## src/rtl/bus_token_ctrl.sv

```systemverilog
module bus_token_ctrl #(
  parameter int AW   = 4,
  parameter int RING = 3,
  parameter int CW   = 8
) (
  input  logic              clk,
  input  logic              rst_n,
  input  logic              init_master,
  input  logic              admin_ok,
  input  logic [AW-1:0]     my_addr,
  input  logic [RING*AW-1:0] ring_list,
  input  logic [CW-1:0]     turn_len,
  input  logic [CW-1:0]     reply_len,
  input  logic [CW-1:0]     standby_len,
  input  logic              rx_valid,
  input  logic [2:0]        rx_kind,
  input  logic [AW-1:0]     rx_src,
  input  logic [AW-1:0]     rx_dst,
  input  logic              rx_flag,
  output logic              tx_valid,
  output logic [2:0]        tx_kind,
  output logic [AW-1:0]     tx_dst,
  output logic              tx_flag,
  output logic              is_master,
  output logic              collision
);
  localparam int IW = (RING > 1) ? $clog2(RING) : 1;
  localparam logic [2:0] K_OFFER = 3'd0, K_ORSP = 3'd1, K_QRY = 3'd2, K_QRSP = 3'd3, K_MFRM = 3'd4;

  typedef enum logic [1:0] {ST_STBY, ST_TURN, ST_PROBE, ST_OFFER} st_t;
  st_t st;
  logic [CW-1:0] cnt;
  logic [IW-1:0] idx;

  wire [AW-1:0] peer    = ring_list[idx*AW +: AW];
  wire          to_me   = rx_valid && rx_dst == my_addr;
  wire          from_pr = to_me && rx_src == peer;
  wire          rival   = rx_valid && rx_src != my_addr &&
                          (rx_kind == K_MFRM || rx_kind == K_QRY || rx_kind == K_OFFER);
  wire [IW-1:0] idx_nx  = (idx == IW'(RING - 1)) ? '0 : idx + 1'b1;
  wire          turn_end  = cnt == turn_len - 1'b1;
  wire          reply_end = cnt == reply_len - 1'b1;
  wire          quiet_end = cnt == standby_len - 1'b1;

  assign is_master = st != ST_STBY;

  always_ff @(posedge clk) begin
    if (!rst_n) begin
      st <= init_master ? ST_TURN : ST_STBY;
      cnt <= '0;
      idx <= '0;
      tx_valid <= 1'b0;
      tx_kind <= '0;
      tx_dst <= '0;
      tx_flag <= 1'b0;
      collision <= 1'b0;
    end else begin
      tx_valid <= 1'b0;
      tx_flag <= 1'b0;
      collision <= 1'b0;
      cnt <= cnt + 1'b1;
      if (is_master && rival) begin
        st <= ST_STBY;
        cnt <= '0;
        collision <= 1'b1;
      end else begin
        case (st)
          ST_STBY: begin
            if (to_me && rx_kind == K_QRY) begin
              cnt <= '0;
              tx_valid <= 1'b1; tx_kind <= K_QRSP; tx_dst <= rx_src; tx_flag <= admin_ok;
            end else if (to_me && rx_kind == K_OFFER) begin
              cnt <= '0;
              tx_valid <= 1'b1; tx_kind <= K_ORSP; tx_dst <= rx_src; tx_flag <= admin_ok;
              if (admin_ok) st <= ST_TURN;
            end else if (rx_valid) begin
              cnt <= '0;
            end else if (quiet_end) begin
              st <= ST_TURN;
              cnt <= '0;
              tx_valid <= 1'b1; tx_kind <= K_MFRM; tx_dst <= '1;
            end
          end
          ST_TURN: begin
            if (turn_end) begin
              st <= ST_PROBE;
              cnt <= '0;
              tx_valid <= 1'b1; tx_kind <= K_QRY; tx_dst <= peer;
            end
          end
          ST_PROBE: begin
            if (from_pr && rx_kind == K_QRSP) begin
              cnt <= '0;
              if (rx_flag) begin
                st <= ST_OFFER;
                tx_valid <= 1'b1; tx_kind <= K_OFFER; tx_dst <= peer;
              end else begin
                st <= ST_TURN;
                idx <= idx_nx;
                tx_valid <= 1'b1; tx_kind <= K_MFRM; tx_dst <= '1;
              end
            end else if (reply_end) begin
              st <= ST_TURN;
              cnt <= '0;
              idx <= idx_nx;
              tx_valid <= 1'b1; tx_kind <= K_MFRM; tx_dst <= '1;
            end
          end
          default: begin
            if (from_pr && rx_kind == K_ORSP) begin
              cnt <= '0;
              if (rx_flag) begin
                st <= ST_STBY;
              end else begin
                st <= ST_TURN;
                idx <= idx_nx;
                tx_valid <= 1'b1; tx_kind <= K_MFRM; tx_dst <= '1;
              end
            end else if (reply_end) begin
              st <= ST_STBY;
              cnt <= '0;
            end
          end
        endcase
      end
    end
  end

  AST_TURN_QUERY: assert property (@(posedge clk) disable iff (!rst_n)
    (st == ST_TURN && turn_end && !rival) |=> (tx_valid && tx_kind == K_QRY));

  AST_ELIGIBLE_OFFER: assert property (@(posedge clk) disable iff (!rst_n)
    (st == ST_PROBE && from_pr && rx_kind == K_QRSP && rx_flag) |=> (tx_valid && tx_kind == K_OFFER && is_master));

  AST_ACCEPT_RETIRE: assert property (@(posedge clk) disable iff (!rst_n)
    (st == ST_OFFER && from_pr && rx_kind == K_ORSP && rx_flag) |=> !is_master);

  AST_REJECT_KEEP: assert property (@(posedge clk) disable iff (!rst_n)
    (st == ST_OFFER && from_pr && rx_kind == K_ORSP && !rx_flag) |=> (is_master && tx_valid && tx_kind == K_MFRM));

  AST_QUERY_ANSWER: assert property (@(posedge clk) disable iff (!rst_n)
    (st == ST_STBY && to_me && rx_kind == K_QRY) |=>
      (tx_valid && tx_kind == K_QRSP && tx_dst == $past(rx_src) && tx_flag == $past(admin_ok)));

  AST_SILENCE_TAKE: assert property (@(posedge clk) disable iff (!rst_n)
    (st == ST_STBY && !rx_valid && quiet_end) |=> is_master);

  AST_COLLISION_DROP: assert property (@(posedge clk) disable iff (!rst_n)
    (is_master && rival) |=> (!is_master && collision));
endmodule

```

## config.mk

```make
export PLATFORM = sky130hd
export DESIGN_NAME = bus_token_ctrl
export DESIGN_NICKNAME = d
export VERILOG_FILES = /design/src/rtl/bus_token_ctrl.sv
export SDC_FILE = /design/constraint.sdc
export NUM_CORES = 1
export LEC_CHECK = 0
export ABC_AREA = 1
export BUFFER_PORTS_ARGS = -buffer_cell sky130_fd_sc_hd__buf_2
export CELL_PAD_IN_SITES_DETAIL_PLACEMENT = 0
export CELL_PAD_IN_SITES_GLOBAL_PLACEMENT = 1
export CORE_ASPECT_RATIO = 2
export CORE_MARGIN = 2
export CORE_UTILIZATION = 25
export DETAILED_ROUTE_END_ITERATION = 16
export PLACE_DENSITY_LB_ADDON = 0.1
export REMOVE_ABC_BUFFERS = 1
export SLEW_MARGIN = 0
export SYNTH_ARGS = -nofsm -noshare
export SYNTH_HDL_FRONTEND = slang
export SYNTH_SLANG_ARGS = --single-unit
```

## constraint.sdc

```tcl
create_clock -name clk -period 1.86 [get_ports clk]
set_clock_uncertainty 0.2 [all_clocks]
set_input_delay 0.186 -clock clk [delete_from_list [all_inputs] [get_ports clk]]
set_output_delay 0.186 -clock clk [all_outputs]
set_load 0.05 [all_outputs]
```

Word level (Yosys, flattened, before mapping)
Index checks and enable logic that the tools add are counted.
W data, S select, Z words.

word-level totals
  word-level logic and storage cells = 131
  register bits = 22
  output and inout port bits = 11

operators by class
  reductions and logical operators = 22
  bitwise logic cells = 4
  multiplexer cells = 66
  eq/ne operators = 25
  add/sub/neg operators = 5
  shifts and indexed selects = 1

operator list
  operator               number
  $mux W8                8
  $mux W4                10
  $mux W2                18
  $mux W3                10
  $eq A8 B8 Y1           3
  $pmux W8 S3            1
  $sub A8 B1 Y8 const B  3
  $ne A5 B5 Y1 const B   4
  $ne A4 B4 Y1 const B   4
  $mux W1                14
  $reduce_and A7 Y1      2
  $pmux W4 S3            1
  $shiftx A12 B5 Y4      1
  $logic_and A1 B1 Y1    9
  $pmux W3 S3            1
  $add A8 B1 Y8 const B  1
  $eq A4 B4 Y1           2
  $ne A7 B1 Y1 const B   1
  $eq A3 B2 Y1 const B   2
  $pmux W2 S3            1
  $eq A2 B2 Y1 const B   2
  $ne A4 B1 Y1 const B   1
  $ne A4 B4 Y1           1
  $not A1 Y1             4
  other kinds (16)       19

Logic depth before layout (Yosys ltp)
Gate-level depths: netlist of run 1.

  depth after elaboration = 9
  mapped depth = 17
  gate-level depth less buffers = 17

Least setup slack after synthesis of run 1
OpenSTA, ideal clock, no wires.

  path type = reg-to-reg
  from = register st[1]
  to = register tx_kind[0]
  setup slack = -0.381 ns
  arrival time = 1.924 ns
  clock period less this slack = 2.241 ns
  stages on the path, launching flop included = 14
  path buffers = 0
  cell sequence = edfxtp_1 -> nor2_2 -> inv_1 -> nand3_1 -> a21oi_1 -> and2_1 -> inv_1 -> nand3_1 -> inv_1 -> nand2_1 -> nor2_1 -> nand2_1 -> a21oi_1 -> nor2_1

between the ends
  longest elaborated chain between the ends = 4
  elaborated cells between the ends (all ways) = 14
  those cells by class = eq/ne: 7; mux: 1; bitwise: 1; reduce/logical: 5

ends and longest elaborated chain
  element                             line  text
  from (decl)                         31    st_t st;
  from (signal assigned)              49    st <= init_master ? ST_TURN : ST_STBY;
  $reduce_bool A2 Y1                  45    assign is_master = st != ST_STBY;
  net is_master                       24    output logic is_master,
  $logic_and A1 B1 Y1                 62    if (is_master && rival) begin
  $not A1 Y1 (no source line)         n/a
  $reduce_and A7 Y1 (no source line)  n/a
  to (signal assigned)                53    tx_kind <= '0;
  to (signal assigned)                71    tx_valid <= 1'b1; tx_kind <= K_QRSP; tx_dst <= rx_src; tx_flag <= admin_ok;
  to (signal assigned)                74    tx_valid <= 1'b1; tx_kind <= K_ORSP; tx_dst <= rx_src; tx_flag <= admin_ok;
  to (decl)                           21    output logic [2:0] tx_kind,

The timed path passes the listed nets, and every way through them passes these cells.
A chain may end at the register's enable or synchronous reset.

Worst setup path after layout of run 1
  from = register idx[0]
  to = register tx_dst[2]

between the ends
  longest elaborated chain between the ends = 6
  elaborated cells between the ends (all ways) = 12
  those cells by class = eq/ne: 2; shift: 1; mux: 4; reduce/logical: 5

ends and longest elaborated chain
  element                                                            line     text
  from (decl)                                                        33       logic [IW-1:0] idx;
  from (signal assigned)                                             99       idx <= idx_nx;
  from (signal assigned)                                             105      idx <= idx_nx;
  from (signal assigned)                                             116      idx <= idx_nx;
  $shiftx A12 B5 Y4 (*)                                              35       wire [AW-1:0] peer = ring_list[idx*AW +: AW];
  $eq A4 B4 Y1                                                       37       wire from_pr = to_me && rx_src == peer;
  $logic_and A1 B1 Y1                                                37
  $logic_and A1 B1 Y1 (on tied branches)                             92, 110
  $ne A3 B3 Y1 (no source line), or another cell as far along        n/a
  $reduce_and A7 Y1 (no source line) or $pmux W4 S3 (tied branches)  n/a
  to (signal assigned)                                               88       tx_valid <= 1'b1; tx_kind <= K_QRY; tx_dst <= peer;
  to (signal assigned)                                               96       tx_valid <= 1'b1; tx_kind <= K_OFFER; tx_dst <= peer;
  to (signal assigned)                                               100      tx_valid <= 1'b1; tx_kind <= K_MFRM; tx_dst <= '1;
  to (decl)                                                          22       output logic [AW-1:0] tx_dst,

Every way passes the cells marked *; elsewhere a longest branch is shown, timed or not. The select of a mux whose other input is x is not followed.

==> flow_metrics.env, run 1 <==
export IMPL_relSlewSlack_pct=77.54
export IMPL_run_status="finished, violations left"
export IMPL_yosysSeqAreaShare_pct=16.37
export IMPL_fin_area_um2=4502
export IMPL_first_global_vias=3951
export IMPL_ctsHtreeMaxLevel=1
export IMPL_placed_area_um2=4041
export IMPL_first_pass_iters=4
export IMPL_rows=54
export IMPL_antenna_found_initial=0
export IMPL_powerDensity_nw_per_um2=966.4
export IMPL_area_growth_pct=60.05
export IMPL_hold_end="idx[0]"
export IMPL_num_antenna_cells=0
export IMPL_syn_area_um2=2813
export IMPL_async_flop_share_pct=0
export IMPL_die_x_um=79
export IMPL_filler_cell_count=1227
export IMPL_yosysMostFrequentCell="nand2_1"
export IMPL_r2r_start="idx[0]"
export IMPL_finalWeightedCongestion=0.8816
export IMPL_crit_fanout=8
export IMPL_antenna_left=0
export IMPL_p_leak_nw=2.295
export IMPL_routed_wirelength_um=11500
export IMPL_nNetsFinal=742
export IMPL_hold_path_class="input pin to flip-flop"
export IMPL_avgSynthCellArea_um2=5.537
export IMPL_cp_arrival_ps=2170
export IMPL_violations="negative setup slack"
export IMPL_multi_input_area_um2=2296
export IMPL_worstSetupStartpointType="flip-flop"
export IMPL_fin_crit_ps=2169
export IMPL_critPathKind="flip-flop to flip-flop"
export IMPL_worst_r2r_cell_count=13
export IMPL_yosysTopAreaCell="nand2_1"
export IMPL_overflow=0
export IMPL_synth_edf_count=2
export IMPL_grt_max_degree=16
export IMPL_syn_inst=508
export IMPL_portBuffers=67
export IMPL_hp_start="rst_n"
export IMPL_postLayoutSetupSlackWorst_ps=-309.1
export IMPL_finalPower_mw=4.351
export IMPL_ys_types=31
export IMPL_post_drt_via_cell_ratio=4.646
export IMPL_worst_slew_pin_slew_ps=335.7
export IMPL_cts_tree="built"
export IMPL_synth_top_area_share_pct=17.88
export IMPL_clkSinkCount=22
export IMPL_end_kind="flip-flop"
export IMPL_clk_latency_ps=260
export IMPL_synth_main_ff_cell="dfxtp_1"
export IMPL_start_util_pct=25.70
export IMPL_ir_worst_vdd_mv=0.5937
export IMPL_synth_seq_cells=22
export IMPL_grt_pass1_wl_um=18160
export IMPL_hold_viol_final=0
export IMPL_rsz0062_at_grt="true"
export IMPL_r2r_end="tx_dst[2]"
export IMPL_cts_root_buffer="clkbuf_16"
export IMPL_yosysWarnings=0
export IMPL_cap_viol_max_count=0
export IMPL_worstHoldPathCells=3
export IMPL_grtUsageTotal_pct=19.18
export IMPL_min_period_over_period_pct=116.6
export IMPL_wl_per_cell_um=14.02
export IMPL_drc=0
export IMPL_seq_area_um2=471.7
export IMPL_setup_violations=22
export IMPL_required_ps=1860
export IMPL_yosys_top_cells_count="nand2_1 (134), nor2_1 (94), inv_1 (59)"
export IMPL_r2r_setup_slack_ps=-310
export IMPL_slew_viol_final=0
export IMPL_drtIter0Drc=95
export IMPL_fp_coreArea_um2=10950
export IMPL_dieArea_um2=12170
export IMPL_cts_buffers=3
export IMPL_vias=3810
export IMPL_fmax_mhz=461.0
export IMPL_die_h_um=154.0
export IMPL_ys_top_cells_by_area="nand2_1 (18%), dfxtp_1 (14%), nor2_1 (13%)"
export IMPL_hpwl_um=9766
export IMPL_clkSlewWorstSetupHoldPaths_ps=60
export IMPL_io_pins=68
export IMPL_post_route_cells_drive_above_1_share_pct=37.21
export IMPL_clockBufferDepth=2
## cell families after synthesis
kind of cell,count (synthesis),synth area share (%)
AND/OR/NAND/NOR,343,54.72
buffers and inverters,71,9.742
XOR/XNOR,35,10.90
AO/OA/AOI/OAI,33,6.495
flip-flops,22,16.37
adder cells (fa/ha/maj),4,1.779
## cell type report
type / count / area share (%)
Clock inverter: 1 / 0.6670
Clock buffer: 3 / 1.668
Tap cell: 140 / 3.891
Inverter: 63 / 5.420
Multi-Input combinational cell: 415 / 51.00
Sequential cell: 22 / 10.48
Timing Repair Buffer: 176 / 26.88
## per-stage QoR
step                util (%)  TNS, ps  cells  setup WS, ps  hold slack, ps
global route           41.13    -8860    820        -470.1           26.11
global placement       36.92    -8463    806        -444.8           259.6
finish                 41.13    -5432    820        -309.1           7.563
CTS                    39.84    -5077    815        -319.0           3.344
detailed placement     36.92    -8662    806        -457.2           264.1
floorplan                  -   -10790    500        -634.9           106.5
## worst max path at each step
stage                       startpoint  cells past startpoint          to
final                           idx[0]                     13   tx_dst[2]
after CTS                       idx[0]                     16   tx_dst[2]
after global placement    reply_len[0]                     12       st[0]
after global routing            idx[0]                     15      idx[1]
after detailed placement  reply_len[0]                     15  tx_kind[0]
after floorplan                  st[1]                     13  tx_kind[0]
## registers in the layout, indices dropped and copies added (netlist names)
register and cells:
cnt 8, collision 1, idx 2, st 2
tx_dst 4, tx_flag 1, tx_kind 3, tx_valid 1
## where the power goes
group          internal, mW  total, mW  switching (mW)
sequential            0.631      0.746           0.115
combinational          1.16       2.98            1.82
clock                 0.428      0.625           0.196
total                  2.22       4.35            2.13
## cell usage in the layout (no fill, tap or decap), types with 2 or more instances in the layout
cell	count
nor2_4	6
nand2_2	21
or2_2	4
o21ai_0	13
o21ai_1	2
dfxtp_2	3
buf_6	11
dfxtp_1	15
xor2_1	21
clkbuf_16	3
xnor2_2	3
nand2_1	118
a21oi_1	8
nor3_1	10
nand3_1	47
nor2_1	88
dfxtp_4	2
inv_2	4
nor2_2	5
buf_4	96
nand4_1	23
inv_1	56
xnor2_1	11
edfxtp_1	2
buf_2	67
o211ai_1	5
nand3_4	5
a21oi_2	3
nand3_2	10
ha_1	4
## worst max-delay path, cell delays in order (launching register included)
cell and delay [ps]:
dfxtp_4 370, buf_6 140, nand3_4 90, nand3_4 90, buf_6 120, nand2_2 50
nand2_2 60, nor2_4 150, nand4_4 170, nand3_2 130, nand2_2 90, nor2_4 210
nand2_1 90, a21oi_1 140
## repair_timing
action / in CTS / in global routing
setup buffers: 5 / 5
setup endpoints to repair: 22 / 22
hold endpoints to repair: 1 / 0
pin swaps: 23 / 18
gates resized for setup: 51 / 25
hold buffers: 1 / 0
## per-layer routing
layer  vias to the layer above  part of all wire [%]  global-route usage [%]  wire (um)
li1                       1979                     -                       -          -
met1                      1693                    31                   15.56       3597
met2                        91                    58                   39.63       6695
met3                        47                   2.2                   1.643        258
met4                         0                   8.2                   14.04        948
met5                         -                     0                       0          0
No activity file was read; power rests on OpenSTA's default activity.
==> run 2: changes to the inputs <==
--- a/config.mk
+++ b/config.mk
@@ -15,4 +15,5 @@
 export DETAILED_ROUTE_END_ITERATION = 16
 export PLACE_DENSITY_LB_ADDON = 0.1
+export RECOVER_POWER = 50
 export REMOVE_ABC_BUFFERS = 1
 export SLEW_MARGIN = 0
--- a/constraint.sdc
+++ b/constraint.sdc
@@ -3,3 +3,3 @@
 set_input_delay 0.186 -clock clk [delete_from_list [all_inputs] [get_ports clk]]
 set_output_delay 0.186 -clock clk [all_outputs]
-set_load 0.05 [all_outputs]
+set_load 0.01 [all_outputs]
==> flow_metrics.env, run 2 (synthesis gave the netlist of run 1 again) <==
export IMPL_setup_violations=22
export IMPL_cts_tree="built"
export IMPL_cts_root_buffer="clkbuf_16"
export IMPL_cp_arrival_ps=2170
export IMPL_drtIter0Drc=95
export IMPL_clockBufferDepth=2
export IMPL_final_common_cell="nand2_1"
export IMPL_die_x_um=79
export IMPL_nNetsFinal=742
export IMPL_wl_per_cell_um=14.03
export IMPL_overflow=0
export IMPL_first_global_vias=3951
export IMPL_regMostFlops="cnt"
export IMPL_area_growth_pct=59.79
export IMPL_fin_crit_ps=2168
export IMPL_swShare_pct=45.90
export IMPL_die_h_um=154.0
export IMPL_grt_pass1_wl_um=18160
export IMPL_powerDensity_nw_per_um2=907.1
export IMPL_placed_area_um2=4041
export IMPL_comb_power_share_pct=66.3
export IMPL_ir_worst_vdd_mv=0.4917
export IMPL_run_status="finished, violations left"
export IMPL_slew_viol_final=0
export IMPL_cts_buffers=3
export IMPL_fp_coreArea_um2=10950
export IMPL_largest_register_ffs=8
export IMPL_path_delay_family="simple AND/OR/NAND/NOR gates"
export IMPL_ctsHtreeMaxLevel=1
export IMPL_drc=0
export IMPL_crit_fanout=8
export IMPL_post_drt_via_cell_ratio=4.648
export IMPL_worstSetupStartpointType="flip-flop"
export IMPL_worstHoldPathCells=3
export IMPL_rows=54
export IMPL_hold_viol_final=0
export IMPL_slowest_stage="dfxtp_4"
export IMPL_postLayoutSetupSlackWorst_ps=-307.7
export IMPL_placed_cells=806
export IMPL_place_ws_ps=-457.2
export IMPL_portBuffers=67
export IMPL_critPathKind="flip-flop to flip-flop"
export IMPL_clkSlewWorstSetupHoldPaths_ps=60
export IMPL_grt_max_degree=16
export IMPL_first_pass_iters=4
export IMPL_p_seq_share_pct=18.3
export IMPL_crit_buf_inv=2
export IMPL_clk_latency_ps=260
export IMPL_p_leak_nw=2.270
export IMPL_worst_slew_pin_slew_ps=335.7
export IMPL_fin_area_um2=4494
export IMPL_power_switching_mw=1.871
export IMPL_min_period_over_period_pct=116.5
export IMPL_io_pins=68
export IMPL_hpwl_um=9766
export IMPL_routed_wirelength_um=11510
export IMPL_p_clk_share_pct=15.3
export IMPL_vias=3811
export IMPL_final_cell_mix="nand2_1 (118), buf_4 (96), nor2_1 (88)"
export IMPL_start_util_pct=25.70
export IMPL_relSlewSlack_pct=77.54
export IMPL_end_kind="flip-flop"
export IMPL_fmax_mhz=461.3
export IMPL_cp_depth=13
export IMPL_violations="negative setup slack"
export IMPL_finalWeightedCongestion=0.8816
export IMPL_rsz0062_at_grt="true"
export IMPL_clkSinkCount=22
export IMPL_worst_r2r_cell_count=13
export IMPL_slowest_delay_ps=370
export IMPL_hold_path_class="input pin to flip-flop"
export IMPL_post_route_cells_drive_above_1_share_pct=36.32
export IMPL_num_antenna_cells=0
export IMPL_antenna_left=0
export IMPL_fin_util_pct=41.06
export IMPL_cap_viol_max_count=0
export IMPL_dieArea_um2=12170
export IMPL_stdcell_count=820
export IMPL_crit_chain="buf_6 -> nand3_4 -> nand3_4 -> buf_6 -> nand2_2 -> nand2_2 -> nor2_4 -> nand4_4 -> nand3_2 -> nand2_2 -> nor2_4 -> nand2_1 -> a21oi_1"
export IMPL_finalPower_mw=4.077
export IMPL_internal_power_mw=2.206
export IMPL_grtUsageTotal_pct=19.18
export IMPL_required_ps=1860
export IMPL_antenna_found_initial=0
export IMPL_cp_common_cell="nand2_2"
export IMPL_reg_top3="cnt x8, tx_dst x4, tx_kind x3"
## run 2: changes by cell type in the layout (fill, tap and decap cells not counted)
cell      before  now
clkbuf_1       0    6
buf_2         67   61
## run 2: power groups by stage
stage / combinational [mW] / clock (mW) / sequential, mW
after global routing: 2.97 / 0.655 / 0.767
after global placement: 2.37 / 0 / 0.732
after detailed placement: 2.37 / 0 / 0.736
final: 2.71 / 0.625 / 0.747
after floorplan: 1.22 / 0 / 0.774
after CTS: 2.56 / 0.641 / 0.746
## run 2: final timing paths
path,start,to,slack [ps]
worst max register to register,idx[0],tx_dst[2],-310
worst min register to register,tx_dst[0],tx_dst[0],270
worst max-delay path,idx[0],tx_dst[2],-310
worst min-delay path,rst_n,idx[0],7
## run 2: tightest hold or removal path: stages
cell and delay [ps]:
buf_2 150, nand2_1 80, nor2_1 30
## run 2: layout make-up
cell class	instances	area, um2
Tap cell	140	175.2
Multi-Input combinational cell	415	2296
Inverter	63	244.0
Clock buffer	3	75.07
Fill cell	1230	6451
Timing Repair Buffer	176	1202
Clock inverter	1	30.03
Sequential cell	22	471.7
## run 2: repair_timing
action | 4_1_cts | 5_1_grt
setup endpoints to repair | 22 | 22
pin swaps | 23 | 18
resized for setup | 51 | 25
endpoints found under the hold margin | 1 | 0
setup buffers | 5 | 5
hold buffers | 1 | 0
## run 2: through the flow
step                setup TNS, ps  hold slack, ps
global route                -8860           26.11
detailed placement          -8662           264.1
global placement            -8463           259.6
finish                      -5420           7.373
floorplan                   -6015           106.5
CTS                         -5077           3.344
## run 2: metal layers
metal	track usage, %	up-vias	share of wire, %
li1	-	1979	-
met1	15.56	1694	31
met2	39.63	91	58
met3	1.643	47	2.2
met4	14.04	0	8.2
met5	0	-	0
